--- src/rtl/pwm_pc_pkg.sv ---
package pwm_pc_pkg;
  localparam int CNT_W = 8;
  localparam int PS_W  = 10;

  typedef enum logic [2:0] {
    CS_STOP, CS_DIV1, CS_DIV8, CS_DIV32,
    CS_DIV64, CS_DIV128, CS_DIV256, CS_DIV1024
  } clk_sel_e;

  // last divider count value before a step (N - 1)
  function automatic logic [PS_W-1:0] div_limit(input clk_sel_e s);
    case (s)
      CS_DIV8:    return PS_W'(7);
      CS_DIV32:   return PS_W'(31);
      CS_DIV64:   return PS_W'(63);
      CS_DIV128:  return PS_W'(127);
      CS_DIV256:  return PS_W'(255);
      CS_DIV1024: return PS_W'(1023);
      default:    return PS_W'(0);
    endcase
  endfunction
endpackage

--- src/rtl/pwm_prescaler.sv ---
module pwm_prescaler
  import pwm_pc_pkg::*;
#(
  parameter int PW = PS_W
) (
  input  logic       clk,
  input  logic       rst,
  input  logic       en,
  input  logic [2:0] sel,
  output logic       tick
);
  logic [PW-1:0] ps_q;
  logic [2:0]    sel_q;
  logic          run;
  logic [PW-1:0] lim;

  assign lim  = PW'(div_limit(clk_sel_e'(sel)));
  assign run  = en && (sel != 3'd0) && (sel == sel_q);
  assign tick = run && (ps_q == lim);

  always_ff @(posedge clk) begin
    if (rst) begin
      ps_q  <= '0;
      sel_q <= '0;
    end else begin
      sel_q <= sel;
      if (!run || tick) ps_q <= '0;
      else              ps_q <= ps_q + 1'b1;
    end
  end


  tick_stop_chk: assert property (@(posedge clk) disable iff (rst)
    (sel != $past(sel)) |-> !tick);
endmodule

--- src/rtl/pwm_updown_counter.sv ---
module pwm_updown_counter #(
  parameter int W = 8
) (
  input  logic         clk,
  input  logic         rst,
  input  logic         tick,
  output logic [W-1:0] cnt_q,
  output logic [W-1:0] cnt_nxt,
  output logic         up_nxt
);
  localparam logic [W-1:0] MAXV = '1;
  logic up_q;

  always_comb begin
    cnt_nxt = cnt_q;
    up_nxt  = up_q;
    if (tick) begin
      if (cnt_q == MAXV)      begin cnt_nxt = MAXV - 1'b1; up_nxt = 1'b0; end
      else if (cnt_q == '0)   begin cnt_nxt = W'(1);       up_nxt = 1'b1; end
      else if (up_q)          cnt_nxt = cnt_q + 1'b1;
      else                    cnt_nxt = cnt_q - 1'b1;
    end
  end

  always_ff @(posedge clk) begin
    if (rst) begin
      cnt_q <= '0;
      up_q  <= 1'b1;
    end else begin
      cnt_q <= cnt_nxt;
      up_q  <= up_nxt;
    end
  end


  cnt_hold_chk: assert property (@(posedge clk) disable iff (rst)
    !tick |=> $stable(cnt_q));

  cnt_up_chk: assert property (@(posedge clk) disable iff (rst)
    (tick && up_q && cnt_q != MAXV) |=> (cnt_q == W'($past(cnt_q) + 1'b1)));

  cnt_turn_chk: assert property (@(posedge clk) disable iff (rst)
    (tick && cnt_q == MAXV) |=> (cnt_q == MAXV - 1'b1 && !up_q));
endmodule

--- src/rtl/pwm_wave.sv ---
module pwm_wave #(
  parameter int W = 8
) (
  input  logic         clk,
  input  logic         rst,
  input  logic         tick,
  input  logic [W-1:0] cnt_q,
  input  logic [W-1:0] cnt_nxt,
  input  logic         up_nxt,
  input  logic         wr,
  input  logic [W-1:0] wdata,
  output logic [W-1:0] ocr_act,
  output logic         raw_q
);
  localparam logic [W-1:0] MAXV = '1;
  logic [W-1:0] ocr_buf, ocr_nxt;
  logic         at_top;

  // level the non-inverted pin takes for a given count, phase and compare
  function automatic logic wave_level(input logic [W-1:0] c,
                                      input logic up,
                                      input logic [W-1:0] ocr);
    if (ocr == '0)   return 1'b0;
    if (ocr == MAXV) return 1'b1;
    return up ? (c < ocr) : (c <= ocr);
  endfunction

  assign at_top  = tick && (cnt_nxt == MAXV);
  assign ocr_nxt = at_top ? ocr_buf : ocr_act;

  always_ff @(posedge clk) begin
    if (rst) begin
      ocr_buf <= '0;
      ocr_act <= '0;
      raw_q   <= 1'b0;
    end else begin
      if (wr) ocr_buf <= wdata;
      ocr_act <= ocr_nxt;
      if (tick) raw_q <= wave_level(cnt_nxt, up_nxt, ocr_nxt);
    end
  end


  act_load_chk: assert property (@(posedge clk) disable iff (rst)
    !$stable(ocr_act) |-> (cnt_q == MAXV));

  low_hold_chk: assert property (@(posedge clk) disable iff (rst)
    (ocr_act == '0) |-> !raw_q);

  high_hold_chk: assert property (@(posedge clk) disable iff (rst)
    (ocr_act == MAXV) |-> raw_q);
endmodule

--- src/rtl/pwm_flags.sv ---
module pwm_flags #(
  parameter int W = 8
) (
  input  logic         clk,
  input  logic         rst,
  input  logic         tick,
  input  logic [W-1:0] cnt_q,
  input  logic [W-1:0] cnt_nxt,
  input  logic [W-1:0] ocr_act,
  input  logic         cmp_clr,
  input  logic         ovf_clr,
  output logic         cmp_q,
  output logic         ovf_q
);
  logic cmp_set, ovf_set;

  assign cmp_set = tick && (cnt_q == ocr_act);
  assign ovf_set = tick && (cnt_nxt == '0);

  always_ff @(posedge clk) begin
    if (rst) begin
      cmp_q <= 1'b0;
      ovf_q <= 1'b0;
    end else begin
      if (cmp_set)      cmp_q <= 1'b1;
      else if (cmp_clr) cmp_q <= 1'b0;
      if (ovf_set)      ovf_q <= 1'b1;
      else if (ovf_clr) ovf_q <= 1'b0;
    end
  end


  ovf_rise_chk: assert property (@(posedge clk) disable iff (rst)
    $rose(ovf_q) |-> (cnt_q == '0));

  cmp_rise_chk: assert property (@(posedge clk) disable iff (rst)
    $rose(cmp_q) |-> ($past(cnt_q) == $past(ocr_act)));
endmodule

--- src/rtl/pwm_phase_timer.sv ---
module pwm_phase_timer
  import pwm_pc_pkg::*;
#(
  parameter int W  = CNT_W,
  parameter int PW = PS_W
) (
  input  logic         clk,
  input  logic         rst,
  input  logic         en,
  input  logic [2:0]   clk_sel,
  input  logic         invert,
  input  logic         cmp_wr,
  input  logic [W-1:0] cmp_wdata,
  input  logic         cmp_flag_clr,
  input  logic         ovf_flag_clr,
  output logic         pwm_out,
  output logic [W-1:0] count,
  output logic         cmp_flag,
  output logic         ovf_flag
);
  logic         tick, up_nxt, raw_q;
  logic [W-1:0] cnt_q, cnt_nxt, ocr_act;

  pwm_prescaler #(.PW(PW)) u_pre (
    .clk(clk), .rst(rst), .en(en), .sel(clk_sel), .tick(tick));

  pwm_updown_counter #(.W(W)) u_cnt (
    .clk(clk), .rst(rst), .tick(tick),
    .cnt_q(cnt_q), .cnt_nxt(cnt_nxt), .up_nxt(up_nxt));

  pwm_wave #(.W(W)) u_wave (
    .clk(clk), .rst(rst), .tick(tick), .cnt_q(cnt_q), .cnt_nxt(cnt_nxt),
    .up_nxt(up_nxt), .wr(cmp_wr), .wdata(cmp_wdata),
    .ocr_act(ocr_act), .raw_q(raw_q));

  pwm_flags #(.W(W)) u_flags (
    .clk(clk), .rst(rst), .tick(tick), .cnt_q(cnt_q), .cnt_nxt(cnt_nxt),
    .ocr_act(ocr_act), .cmp_clr(cmp_flag_clr), .ovf_clr(ovf_flag_clr),
    .cmp_q(cmp_flag), .ovf_q(ovf_flag));

  assign pwm_out = raw_q ^ invert;
  assign count   = cnt_q;


  polarity_chk: assert property (@(posedge clk) disable iff (rst)
    (invert != $past(invert) && !$past(tick)) |-> (pwm_out != $past(pwm_out)));
endmodule

--- config.mk ---
export PLATFORM = sky130hd
export DESIGN_NAME = pwm_phase_timer
export DESIGN_NICKNAME = d
export VERILOG_FILES = /design/src/rtl/pwm_pc_pkg.sv /design/src/rtl/pwm_prescaler.sv /design/src/rtl/pwm_updown_counter.sv /design/src/rtl/pwm_wave.sv /design/src/rtl/pwm_flags.sv /design/src/rtl/pwm_phase_timer.sv
export SDC_FILE = /design/constraint.sdc
export NUM_CORES = 1
export LEC_CHECK = 0
export ABC_CLOCK_PERIOD_IN_PS = 8310
export BUFFER_PORTS_ARGS = -buffer_cell sky130_fd_sc_hd__buf_2
export CORE_UTILIZATION = 50
export DETAILED_ROUTE_END_ITERATION = 16
export GPL_TIMING_DRIVEN = 0
export PLACE_DENSITY = 0.82
export SLEW_MARGIN = 0
export SYNTH_ARGS = -nofsm -noshare
export SYNTH_HDL_FRONTEND = slang
export SYNTH_SLANG_ARGS = --single-unit
--- constraint.sdc ---
create_clock -name clk -period 8.31 [get_ports clk]
set_input_delay 1.2465 -clock clk [delete_from_list [all_inputs] [get_ports clk]]
set_output_delay 1.2465 -clock clk [all_outputs]
set_load 0.02 [all_outputs]
; ---- After elaboration in Yosys (flattened, before gate mapping)
; Index checks and enable logic that the tools add are counted.
[totals]
register_bits = 41
latch_bits = 0
ramBits = 0
romBits = 0
inputBits = 18
wordCells = 67
memories = 0
[op_classes]
addsub = 3
n_mul = 0
n_div = 0
magnitude_cmp = 2
n_eq_ne = 12
n_shift = 0
n_mux = 25
n_bitwise = 1
n_reduce_logical = 15
[op_table]
columns = op, n
row1 = 10-bit one-hot mux with 6 select lines, 1
row2 = 8-bit 2-to-1 mux, 5
row3 = 8-bit equality test (second input constant), 3
row4 = 8-bit zero test, 3
row5 = 1-bit 2-to-1 mux, 19
row6 = 3-bit equality test (second input constant), 4
row7 = 10-bit by 1-bit adder with 10-bit output (second input constant), 1
row8 = 10-bit equality test, 1
row9 = 8-bit by 1-bit adder with 8-bit output (second input constant), 1
row10 = 8-bit equality test, 1
row11 = 8-bit less-or-equal comparator, 1
row12 = 8-bit less-than comparator, 1
row13 = 8-bit by 1-bit subtractor with 8-bit output (second input constant), 1
row14 = 3-bit by 2-bit equality test with 1-bit output (second input constant), 2
row15 = 1-bit logical AND, 6
row16 = 2-bit nonzero test, 2
row17 = 3-bit equality test, 1
row18 = 3-bit nonzero test, 1
row19 = 2-bit OR reduction, 1
row20 = 1-bit zero test, 1
row21 = 1-bit logical OR, 1
row22 = 1-bit bitwise XOR, 1

; ---- Logic depth before layout (Yosys ltp)
[logic_depth]
depth_word = 17
depth_mapped = 18
ltp_nobuf = 18

; ---- Modules after synthesis
; Synthesis repeated with hierarchy kept, for this count alone.
[unflattened]
cells_unflattened = 307
hier_area_um2 = 2653.8
[by_module_without_submodules]
columns = mod, instances, cells_each, area_per_inst_um2
row1 = pwm_wave, 1, 102, 939.7
row2 = pwm_updown_counter, 1, 105, 809.5
row3 = pwm_prescaler, 1, 78, 721.9
row4 = pwm_flags, 1, 21, 173.9
row5 = pwm_phase_timer, 1, 1, 8.8

; ---- Worst setup path before layout
; No wires, ideal clock.
[synth_path]
path_kind = input-to-reg
startpoint = input clk_sel[1]
endpoint = register u_wave.raw_q
setup_ns = 0.121
t_arrival_ns = 4.230
required_time_ns = 8.189
setup_slack_ns = 3.959
cell_stages = 17
cell_sequence = buf_6 -> or4_1 -> a221o_1 -> nor4b_4 -> buf_6 -> nand2_1 -> nor2_8 -> mux2_1 -> ha_1 -> nor2b_1 -> o21ai_0 -> nand2b_1 -> a21oi_1 -> o21ai_0 -> o31ai_1 -> nor3b_1 -> o21ai_1
[synth_via]
elab_chain_cells = 15
[synth_rtl]
columns = element, line
row1 = from (decl), pwm_phase_timer.sv:10  ; input logic [2:0] clk_sel,
row2 = "3-bit equality test, or another cell as far along", pwm_pc_pkg.sv:12  ; case (s)
row3 = 10-bit one-hot mux with 6 select lines or 1-bit logical AND (tied branches), "pwm_pc_pkg.sv:12, pwm_prescaler.sv:18"
row4 = 10-bit equality test or 1-bit logical AND (tied branches), "pwm_prescaler.sv:19, pwm_prescaler.sv:18"
row5 = 1-bit logical AND *, pwm_prescaler.sv:19  ; assign tick = run && (ps_q == lim);
row6 = 8-bit 2-to-1 mux, pwm_updown_counter.sv:17  ; if (tick) begin
row7 = 8-bit equality test, pwm_wave.sv:28  ; assign at_top = tick && (cnt_nxt == MAXV);
row8 = 1-bit logical AND *, pwm_wave.sv:28
row9 = 8-bit 2-to-1 mux *, pwm_wave.sv:29  ; assign ocr_nxt = at_top ? ocr_buf : ocr_act;
row10 = named net u_wave.ocr_nxt[0], pwm_wave.sv:16  ; logic [W-1:0] ocr_buf, ocr_nxt;
row11 = 8-bit equality test, pwm_wave.sv:24  ; if (ocr == MAXV) return 1'b1;
row12 = 1-bit 2-to-1 mux (2 in series), pwm_wave.sv:24
row13 = 1-bit 2-to-1 mux, pwm_wave.sv:39  ; if (tick) raw_q <= wave_level(cnt_nxt, up_nxt, ocr_nxt);
row14 = 1-bit 2-to-1 mux, pwm_wave.sv:32  ; if (rst) begin
row15 = 1-bit 2-to-1 mux, pwm_wave.sv:25  ; return up ? (c < ocr) : (c <= ocr);
row16 = 1-bit 2-to-1 mux *, pwm_wave.sv:24
row17 = to (signal assigned), pwm_wave.sv:39
row18 = to (decl), pwm_wave.sv:13  ; output logic raw_q
; The timed path passes the listed nets; every way through them passes the cells marked *. The select of a mux whose other input is x is not followed.
; A chain may end at the register's enable or synchronous reset.

; ---- Worst setup path in the final report
[layout_path]
startpoint = input clk_sel[2]
endpoint = register u_wave.raw_q
; Same word-level chain as after synthesis.

==> results.txt <==
- The number of global-route vias before repair was 2121.
- The average instance in the mapped netlist occupies 8.71 sq um.
* TNS Setup: 0 ns
* Maximum Capacitance Violations: 0
- For this design, the sink count on the clock tree is 41.
- For the worst-skew pair, the clock arrives at the later sink with an insertion delay of 0.30 ns.
- Number of synthesized register bits: 41
- The floorplan step defined a die boundary enclosing 5540 sq um.
- Port buffer count: 25
- Highest net fanout along the worst path: 10
* Global routing usage summed across all routing layers: 22.7%
- Row Count: 25
- Max incr delay on CP: 0.40 ns
- In this run the count of I/O pins placed on the die edge is 29.
- Maximum achievable frequency: 222 MHz
* Unrepaired setup endpoints after global routing: false
- Element type at the critical path end: flop
* Async S/R FF share, synth: 0%
- During synthesis, Yosys emitted a total of 0 warnings.
- The initial utilization of the core area, before any placement, comes to 53.7%.
- Power comes to 358 uW.
* Total setup violations reported at the end of the flow: 0
- Entering global routing, the biggest net connects 15 pins.
- Number of antenna repair diodes: 0
- Final hold violation count: 0
* Die height: 74.4 um
- After layout, the worst path uses 54.2% of the clock period.
* Number of antenna violations at the first check in global routing: 0
- Detailed placement ended at an HPWL of 4.38 mm.
- Per-cell via count in the routed design: 5.74
- Required time worst endpoint: 8.49 ns
* Number of enable-type register cells in the synthesized netlist: 0
- The detailed router finished its first iteration with 110 violations.
- The synthesized netlist occupies a cell area of 2620 sq um.
* Drc violations: 0
- Clock tree from TritonCTS: yes
- Critical-path top delay cell: sky130_fd_sc_hd__a221o_1
- Layout Skew: 0.00785 ns
- In the synthesized netlist the dominant register cell turns out to be sky130_fd_sc_hd__dfxtp_1.
- # H-tree levels: 2
- In the final layout, the share of cells above drive strength 1 is 16.5%.
- The critical path is of the input pin to flop type.
- Max Transition Viols Final: 0
- In this run the worst hold path is classified as flop to flop.
* Leakage power figure: 1.24 nW
- Across all layers, the routed design uses 2301 vias.
- Number of library cell types mapped by synthesis: 58
* P&R area growth vs syn: 11.5%
- Number of buffers added to fix hold violations after cts: 0
* Worst-path cell chain: buf_2, buf_2, a21oi_1, o21ai_0, a221o_1, nor4b_4, buf_6, nand2_1, nor2_8, mux2_1, ha_1, nor2b_1, o21ai_0, nand2b_1, a21oi_1, o21ai_0, o31ai_1, nor3b_1, o21ai_1
- Counting along the longest clock path gives a buffer depth of 2.
- Delay-heaviest family, CP: compound AO/OA/AOI/OAI gates
* Detail Route Antenna Nets: 0
- Post-CTS resize count: 0
- Wire per inst: 14.4 um
- Internal reg-to-reg setup slack: 3.91 ns
* Pwr dens: 122 nW/um^2
- By instance count, the cell type seen most on the critical path is sky130_fd_sc_hd__o21ai_0.
* Final worst path period need: 4.50 ns
- For this run, the register share of the synthesized area comes to 31.3%.
- Critical path data arrival time: 4.69 ns
- The tree is rooted in a sky130_fd_sc_hd__clkbuf_8.
- Post-CTS Setup Inserts: 0
- CP Launch Type: input pin
- Clock-pin slew on the worst setup and hold paths: 0.08 ns
- Syn nets: 335
- Synthesis handed over a netlist of 301 instances.
- The run finished with clean final reports.
- First-pass GRT wire length: 9.74 mm
- At the pin with the least slew margin, the transition time is 0.576 ns.
- Counting both buffers and inverters, the worst setup path holds a total of 3.
* GP Congestion: 0.802
- Worst-case headroom to the max-slew limit: 60.6%
- The first detailed-routing pass took 4 iterations.
- Leaving out fill and tap cells, the most frequent cells in the layout are sky130_fd_sc_hd__dfxtp_1 (41), sky130_fd_sc_hd__nor2_1 (40), sky130_fd_sc_hd__buf_2 (28).
- Layout net count: 367
- Area of the core region: 4880 sq um
- The library cell used most frequently in the layout, excluding fill and tap cells, is sky130_fd_sc_hd__dfxtp_1.
* Worst ir drop on vdd: 0.141 mV
* GRT overflow: 0
- Die span in x: 74.4 um
- After detailed routing, the total wire length is 5.77 mm.
- TritonCTS Buffers: 5
## sequential cells by signal, indices dropped and copies added, names as in the netlist
register	cells
u_cnt.cnt_q	8
u_cnt.up_q	1
u_flags.cmp_q	1
u_flags.ovf_q	1
u_pre.ps_q	10
u_pre.sel_q	3
u_wave.ocr_act	8
u_wave.ocr_buf	8
u_wave.raw_q	1
## path summary, 6_finish.rpt
check	startpoint	endpoint	cells past startpoint
setup / recovery	clk_sel[2]	u_wave.raw_q$_SDFFE_PP0N_	19
hold / removal	u_flags.cmp_q$_SDFFE_PP0P_	u_flags.cmp_q$_SDFFE_PP0P_	2
setup reg to reg	u_cnt.up_q$_SDFF_PP1_	u_wave.raw_q$_SDFFE_PP0N_	18
hold reg to reg	u_flags.cmp_q$_SDFFE_PP0P_	u_flags.cmp_q$_SDFFE_PP0P_	2
## worst reg2reg max path, delay by kind of cell, from the launching register on
family                     cells  cell delay [ns]
AOI/OAI and AO/OA              8             1.53
buffers and inverters          1             0.24
adders and majority gates      2             0.48
and+or+nand+nor                6             1.33
DFF                            1             0.34
muxes                          1             0.36
## metrics by stage
step | instance area [sq um] | hold WS (ns) | instances | util, % | worst slack (ns)
floorplan | 2620 | 0.446 | 301 | - | 3.96
CTS | 2920 | 0.487 | 401 | 59.9 | 3.84
global placement | 2830 | 0.454 | 393 | 58.0 | 3.63
global route | 2920 | 0.503 | 401 | 59.9 | 3.51
detailed placement | 2830 | 0.476 | 393 | 58.0 | 3.54
finish | 2920 | 0.481 | 401 | 59.9 | 3.81
## routing by layer
metal	share of wire [%]	global-route usage (%)	vias to the layer above
met1	48	30.5	1071
met3	4.3	3.93	7
met2	47	37.7	62
met5	0	0	-
li1	-	-	1161
met4	1.1	5.87	0
## report_power, final
group / total, mW / leakage [nW] / internal, mW / switching, mW
registers: 0.203 / 0.333 / 0.200 / 0.00327
logic: 0.0236 / 0.873 / 0.0105 / 0.0131
clock network: 0.131 / 0.0364 / 0.0589 / 0.0725
total: 0.358 / 1.24 / 0.269 / 0.0889
## kinds of logic after synthesis
kind of cell	share of synthesized area [%]
and+or+nand+nor	28.7
AOI/OAI and AO/OA	13.7
DFF	31.3
xor gates and xnor gates	7.68
muxes	7.44
buffers and inverters	3.20
adders and majority gates	7.92
## cells in the mapped netlist (3+ instances only)
cell type | number | share of area (%)
sky130_fd_sc_hd__a21o_1 | 4 | 1.1
sky130_fd_sc_hd__a21oi_1 | 14 | 2.7
sky130_fd_sc_hd__buf_2 | 3 | 0.57
sky130_fd_sc_hd__clkbuf_1 | 6 | 0.86
sky130_fd_sc_hd__dfxtp_1 | 41 | 31
sky130_fd_sc_hd__ha_1 | 15 | 7.2
sky130_fd_sc_hd__inv_1 | 3 | 0.43
sky130_fd_sc_hd__mux2_2 | 3 | 1.3
sky130_fd_sc_hd__mux2i_1 | 15 | 5.7
sky130_fd_sc_hd__nand2_1 | 13 | 1.9
sky130_fd_sc_hd__nand2b_1 | 11 | 2.6
sky130_fd_sc_hd__nand3_1 | 8 | 1.5
sky130_fd_sc_hd__nand4_1 | 9 | 2.1
sky130_fd_sc_hd__nor2_1 | 40 | 5.7
sky130_fd_sc_hd__nor2b_1 | 12 | 2.9
sky130_fd_sc_hd__nor4_1 | 6 | 1.4
sky130_fd_sc_hd__o21ai_0 | 9 | 1.7
sky130_fd_sc_hd__o21ai_1 | 4 | 0.76
sky130_fd_sc_hd__or2_2 | 3 | 0.72
sky130_fd_sc_hd__or3_1 | 3 | 0.72
sky130_fd_sc_hd__or4_1 | 6 | 1.7
sky130_fd_sc_hd__xnor2_1 | 8 | 2.7
sky130_fd_sc_hd__xor2_1 | 15 | 5.0
## final cells by class
class                      instances  area (sq um)
buffer                            12          65.1
tap                               67          83.8
clock inverter                     3          22.5
timing repair buffer              25           125
multi-input combinational        243          1720
fill                             446          1960
sequential                        41           821
clock buffer                       5          68.8
inverter                           5          18.8
No activity file was read; power rests on OpenSTA's default activity.
